### config.mk
export PLATFORM = sky130hd
export DESIGN_NAME = fec_ser_monitor
export DESIGN_NICKNAME = d
export VERILOG_FILES = /design/src/rtl/fec_ser_pkg.sv /design/src/rtl/fec_sat_counter.sv /design/src/rtl/fec_ser_window.sv /design/src/rtl/fec_ser_monitor.sv
export SDC_FILE = /design/constraint.sdc
export NUM_CORES = 1
export LEC_CHECK = 0
export ABC_AREA = 1
export BUFFER_PORTS_ARGS = -buffer_cell sky130_fd_sc_hd__buf_4
export CAP_MARGIN = 20
export CORE_MARGIN = 1
export CORE_UTILIZATION = 55
export DETAILED_ROUTE_END_ITERATION = 6
export PLACE_DENSITY = 0.78
export SYNTH_ARGS = -nofsm -noshare
export SYNTH_HDL_FRONTEND = slang
export SYNTH_SLANG_ARGS = --single-unit
### constraint.sdc
create_clock -name clk -period 2.9 [get_ports clk]
set_input_delay 0.29 -clock clk [delete_from_list [all_inputs] [get_ports clk]]
set_output_delay 0.29 -clock clk [all_outputs]
set_load 0.02 [all_outputs]
### src/rtl/fec_ser_pkg.sv
package fec_ser_pkg;

    typedef enum logic [2:0] {
        ST_CFG_SAMPLE,
        ST_FEC_OFF,
        ST_STATS_ONLY,
        ST_RATE_OK,
        ST_RATE_HIGH
    } mon_state_t;

    localparam int NUM_STATS  = 4;
    localparam int STAT_CORR  = 0;
    localparam int STAT_UNC   = 1;
    localparam int STAT_LANE0 = 2;
    localparam int STAT_LANE1 = 3;

endpackage

### src/rtl/fec_sat_counter.sv
module fec_sat_counter #(
    parameter int CNT_W = 32,
    parameter int INC_W = 3
) (
    input  logic             clk,
    input  logic             rst,
    input  logic             en,
    input  logic [INC_W-1:0] inc,
    output logic [CNT_W-1:0] count
);

    logic [CNT_W:0] sum_ext;

    always_comb begin
        sum_ext = {1'b0, count} + {{(CNT_W + 1 - INC_W){1'b0}}, inc};
    end

    always_ff @(posedge clk) begin
        if (rst) begin
            count <= '0;
        end else if (en) begin
            count <= sum_ext[CNT_W] ? '1 : sum_ext[CNT_W-1:0];
        end
    end


    sat_hold_chk: assert property (@(posedge clk) disable iff (rst)
        (count == '1) |=> (count == '1));


    no_wrap_chk: assert property (@(posedge clk) disable iff (rst)
        !rst |=> (count >= $past(count)));

endmodule

### src/rtl/fec_ser_window.sv
module fec_ser_window #(
    parameter int CW_PER_WIN = 8192,
    parameter int ERR_LIMIT  = 417,
    parameter int INC_W      = 3,
    parameter int TOT_W      = 14
) (
    input  logic             clk,
    input  logic             rst,
    input  logic             run,
    input  logic             cw_strobe,
    input  logic [INC_W-1:0] lane0_inc,
    input  logic [INC_W-1:0] lane1_inc,
    output logic             win_end,
    output logic             over_now
);

    localparam int              CW_W    = $clog2(CW_PER_WIN);
    localparam logic [CW_W-1:0] LAST_CW = CW_W'(CW_PER_WIN - 1);
    localparam logic [TOT_W-1:0] LIM_V  = TOT_W'(ERR_LIMIT);

    logic [CW_W-1:0]  cw_cnt;
    logic [TOT_W-1:0] err_total;
    logic [INC_W:0]   lane_sum;
    logic [TOT_W:0]   tot_ext;
    logic [TOT_W-1:0] total_now;

    always_comb begin
        lane_sum  = {1'b0, lane0_inc} + {1'b0, lane1_inc};
        tot_ext   = {1'b0, err_total} + {{(TOT_W - INC_W){1'b0}}, lane_sum};
        total_now = tot_ext[TOT_W] ? '1 : tot_ext[TOT_W-1:0];
        over_now  = run && (total_now > LIM_V);
        win_end   = run && cw_strobe && (cw_cnt == LAST_CW);
    end

    always_ff @(posedge clk) begin
        if (rst || !run) begin
            cw_cnt    <= '0;
            err_total <= '0;
        end else if (win_end) begin
            cw_cnt    <= '0;
            err_total <= '0;
        end else begin
            err_total <= total_now;
            if (cw_strobe) begin
                cw_cnt <= cw_cnt + 1'b1;
            end
        end
    end


    win_clear_chk: assert property (@(posedge clk) disable iff (rst)
        win_end |=> (cw_cnt == '0 && err_total == '0));


    total_sat_chk: assert property (@(posedge clk) disable iff (rst)
        (run && !win_end) |=> (!run || err_total >= $past(err_total)));

endmodule

### src/rtl/fec_ser_monitor.sv
module fec_ser_monitor
    import fec_ser_pkg::*;
#(
    parameter int STAT_W     = 32,
    parameter int CW_PER_WIN = 8192,
    parameter int ERR_LIMIT  = 417,
    parameter int SYM_INC_W  = 3,
    parameter int TOT_W      = 14
) (
    input  logic                 clk,
    input  logic                 rst,
    input  logic                 cfg_fec_en,
    input  logic                 cfg_corr_en,
    input  logic                 cfg_ind_en,
    input  logic                 cw_strobe,
    input  logic [SYM_INC_W-1:0] lane0_sym_inc,
    input  logic [SYM_INC_W-1:0] lane1_sym_inc,
    input  logic                 corr_cw_pulse,
    input  logic                 uncorr_cw_pulse,
    output logic                 hi_ser,
    output logic [STAT_W-1:0]    corr_cw_count,
    output logic [STAT_W-1:0]    uncorr_cw_count,
    output logic [STAT_W-1:0]    lane0_err_count,
    output logic [STAT_W-1:0]    lane1_err_count
);

    mon_state_t state, state_nxt;
    logic fec_q, corr_q, ind_q;
    logic run, win_end, over_now;

    logic [SYM_INC_W-1:0] inc_vec [NUM_STATS];
    logic [NUM_STATS-1:0] en_vec;
    logic [STAT_W-1:0]    cnt_vec [NUM_STATS];

    always_ff @(posedge clk) begin
        if (rst) begin
            state  <= ST_CFG_SAMPLE;
            fec_q  <= 1'b0;
            corr_q <= 1'b0;
            ind_q  <= 1'b0;
        end else begin
            state <= state_nxt;
            if (state == ST_CFG_SAMPLE) begin
                fec_q  <= cfg_fec_en;
                corr_q <= cfg_corr_en;
                ind_q  <= cfg_ind_en;
            end
        end
    end

    always_comb begin
        state_nxt = state;
        unique case (state)
            ST_CFG_SAMPLE: begin
                if (!cfg_fec_en)     state_nxt = ST_FEC_OFF;
                else if (cfg_ind_en) state_nxt = ST_STATS_ONLY;
                else                 state_nxt = ST_RATE_OK;
            end
            ST_FEC_OFF:    state_nxt = ST_FEC_OFF;
            ST_STATS_ONLY: state_nxt = ST_STATS_ONLY;
            ST_RATE_OK:    if (over_now) state_nxt = ST_RATE_HIGH;
            ST_RATE_HIGH:  if (win_end && !over_now) state_nxt = ST_RATE_OK;
            default:       state_nxt = ST_CFG_SAMPLE;
        endcase
    end

    always_comb begin
        hi_ser = (state == ST_RATE_HIGH);
        run    = (state == ST_STATS_ONLY) || (state == ST_RATE_OK) ||
                 (state == ST_RATE_HIGH);
        inc_vec[STAT_CORR]  = {{(SYM_INC_W - 1){1'b0}}, corr_cw_pulse};
        inc_vec[STAT_UNC]   = {{(SYM_INC_W - 1){1'b0}}, uncorr_cw_pulse};
        inc_vec[STAT_LANE0] = lane0_sym_inc;
        inc_vec[STAT_LANE1] = lane1_sym_inc;
        en_vec              = {NUM_STATS{run}};
        en_vec[STAT_CORR]   = run && corr_q;
        corr_cw_count       = cnt_vec[STAT_CORR];
        uncorr_cw_count     = cnt_vec[STAT_UNC];
        lane0_err_count     = cnt_vec[STAT_LANE0];
        lane1_err_count     = cnt_vec[STAT_LANE1];
    end

    fec_ser_window #(
        .CW_PER_WIN (CW_PER_WIN),
        .ERR_LIMIT  (ERR_LIMIT),
        .INC_W      (SYM_INC_W),
        .TOT_W      (TOT_W)
    ) u_window (
        .clk       (clk),
        .rst       (rst),
        .run       (run),
        .cw_strobe (cw_strobe),
        .lane0_inc (lane0_sym_inc),
        .lane1_inc (lane1_sym_inc),
        .win_end   (win_end),
        .over_now  (over_now)
    );

    for (genvar g = 0; g < NUM_STATS; g++) begin : g_stat
        fec_sat_counter #(
            .CNT_W (STAT_W),
            .INC_W (SYM_INC_W)
        ) u_cnt (
            .clk   (clk),
            .rst   (rst),
            .en    (en_vec[g]),
            .inc   (inc_vec[g]),
            .count (cnt_vec[g])
        );
    end


    cfg_hold_chk: assert property (@(posedge clk) disable iff (rst)
        (state != ST_CFG_SAMPLE) |=> $stable({fec_q, corr_q, ind_q}));


    off_idle_chk: assert property (@(posedge clk) disable iff (rst)
        (state == ST_FEC_OFF) |-> (!hi_ser && corr_cw_count == '0 &&
            uncorr_cw_count == '0 && lane0_err_count == '0 && lane1_err_count == '0));


    flag_mode_chk: assert property (@(posedge clk) disable iff (rst)
        hi_ser |-> (fec_q && !ind_q));


    flag_rise_chk: assert property (@(posedge clk) disable iff (rst)
        (state == ST_RATE_OK && over_now) |=> hi_ser);


    flag_fall_chk: assert property (@(posedge clk) disable iff (rst)
        $fell(hi_ser) |-> $past(win_end));

endmodule

==> results.ini <==
[status]
status=completed

[clock_network]
htreeDepth=4
cts_tree=done
clk_latency_ps=420
hold_buffers=0
path_clk_slew_ps=60
clock_path_buffers=2
cts_buffers=17
root_buffer=clkbuf_16
cts.sinks=159

[critical_path]
cp_slowest_cell=fa_1
cp_top_family=simple AND/OR/NAND/NOR gates
crit_required_ps=3260
crit_arrival_ps=3180
criticalPathCategory=reg2reg
cp-end-kind=flip-flop
critPathMaxStageDelay_ps=490
path_cells=fa_1, ha_1, inv_1, fa_1, inv_1, nand3_2, nand2_4, nand3_1, nand2_1, nand3_1, nor2_1, nand2_1, nor2_2, nand2_1, nor2_1, o21ai_0, nor2_1
path_buf_inv=2
critPathLaunchType=flip-flop
cp_max_fo=8

[timing]
fmax_ghz=0.355
setup_violations=0
slew-limit-headroom_pct=62.7
maxSlewViolCount=0
clock-skew-final_ps=8.61
post-route-period-util_pct=97.2
finalCriticalPeriod_ps=2820
fin_ws_ps=81.1
tns_ps=0
finalHoldViolCount=0
worst_slew_pin_slew_ps=557

[global_route]
grt_pass1_vias=8488
grt_overflow=0
grtUsageTotal_pct=28.0
antenna_found_initial=0
grt_pass1_wl_um=40400
grt_max_degree=90

[power_and_ir_drop]
finalPower_mw=5.06
switching_share_pct=24.3
p_seq_share_pct=44.7
p_switching_mw=1.23
p_comb_share_pct=9.5
peakVddDrop_uv=329
pwr-share-clk_pct=45.8
p_per_area_nw_per_um2=454
internal_power_mw=3.83
leakage_nw=4.58

[layout]
area_growth_pct=20.8
fin_nets=1522
drive_above_1_share_pct=16.0
final_cells=1714
insertedDiodeCount=0
mostFrequentLayoutCells=308 x nand2_1, 159 x dfxtp_1, 155 x inv_1, 155 x buf_4, 143 x nor2_1
final_common_cell=nand2_1

[logic_synthesis]
synth.avg_cell_area_um2=6.84
yosysSeqAreaShare_pct=34.5
syn_inst=1347
synth_fp_nets=1381
yosys.cell_types.count=48
ys.flop_type=dfxtp_1
syn_area_um2=9220
ys_ff_latch=159
synth_warnings=0
async_flop_share_pct=0
synth_edf_count=0

[routing]
drc_errors=0
drtIter0Drc=783
routed_via_density=5.44
wl_per_cell_um=14.4
ant_nets=0
via_count=9318
routed_wl_um=24600
firstDrtPassIters=5

[placed_design]
hpwl_um=18000
dpl.cell_count=1683
gp_congestion=0.951
io_buffers=142
pre_cts_ws_ps=-108

[die]
die_x_um=131
rows=46
die_h_um=131
initial_core_util_pct=57.2
io_pins=143
fp.coreArea_um2=16100
die_area_um2=17300

[job]
max_cap_viol_count=0

[worst_hold_path]
hold_path_class=in2reg

## power by group through the flow
stage,clock network [mW],registers (mW),logic [mW]
after floorplan,0,2.32,0.300
after global placement,0,2.30,0.464
after detailed placement,0,2.30,0.470
after CTS,2.34,2.26,0.474
after global routing,2.45,2.26,0.525
final,2.32,2.26,0.479
## through the flow
| step | cell area, um2 | utilization (%) | hold slack, ps |
|---|---|---|---|
| after floorplan | 9220 | - | 433 |
| after global placement | 10500 | 65.2 | 442 |
| after detailed placement | 10500 | 65.2 | 451 |
| after CTS | 11100 | 68.8 | 147 |
| after global routing | 11100 | 69.1 | 167 |
| final | 11100 | 69.1 | 160 |
## state kept, by name, summed over array words and instances (netlist names)
name                flops
state                   3
u_window.cw_cnt        13
g_stat.u_cnt.count    128
u_window.err_total     14
corr_q                  1
## final cells by class
class / count / area, um2
Inverter: 156 / 586
Fill cell: 1421 / 4980
Clock inverter: 7 / 138
Tap cell: 216 / 270
Timing Repair Buffer: 156 / 1180
Sequential cell: 159 / 3180
Multi-Input combinational cell: 998 / 5320
Clock buffer: 22 / 454
## worst min-delay path: cells and delay by family
kind                   cells  cell delay (ps)
and+or+nand+nor            1               70
AOI/OAI and AO/OA          1               60
buffers and inverters      1              110
## logic make-up (layout without fill, tap and decap cells)
logic type / Yosys count / after routing / share of synthesized area, %
xor+xnor: 86 / 86 / 8.17
compound gates: 201 / 201 / 11.9
flops: 159 / 159 / 34.5
mux: 1 / 1 / 0.109
simple gates: 690 / 690 / 34.1
buf+inv: 190 / 341 / 8.04
fa+ha+maj: 20 / 20 / 3.20
## worst paths after layout
| path | start | end | slack, ps | cells after the start |
|---|---|---|---|---|
| worst max-delay path | u_window.err_total[1] | state[1] | 80 | 17 |
| worst min-delay path | cfg_corr_en | corr_q | 160 | 3 |
| worst min register to register | u_window.cw_cnt[12] | u_window.cw_cnt[12] | 450 | 2 |
| worst max register to register | u_window.err_total[1] | state[1] | 80 | 17 |
## cell usage after synthesis, types with 3 or more instances
master,count,area (um2)
xnor2_1,31,272
o21ai_0,56,280
a21oi_1,106,531
inv_1,155,582
buf_6,3,33.8
nor2_1,146,548
nand3b_1,6,45.0
nor3_2,4,40.0
nand2_4,4,45.0
nor4_1,6,37.5
a21oi_2,10,87.6
dfxtp_1,159,3180
nand3_1,72,360
or2_2,9,56.3
nor3_1,54,270
nor2_4,3,33.8
nand2_2,4,25.0
buf_2,4,20.0
xor2_1,55,482
nand2_1,309,1160
a31oi_1,18,113
nor2_2,9,56.3
clkbuf_1,25,93.8
fa_1,6,120
a211oi_1,3,22.5
ha_1,14,175
nand4_1,50,313
## layer usage
metal  track usage (%)  wire length [um]  vias up
met3              6.02              1710       43
li1                  -                 -     4692
met4              8.85               457        0
met5                 0                 0        -
met1              36.5             11000     4262
met2              45.9             11500      321
## repair_timing
action | in CTS | in global routing
setup endpoints to repair | 0 | 33
resized for setup | 0 | 9
setup buffers | 0 | 2
Power figures use the tool's default switching activity.
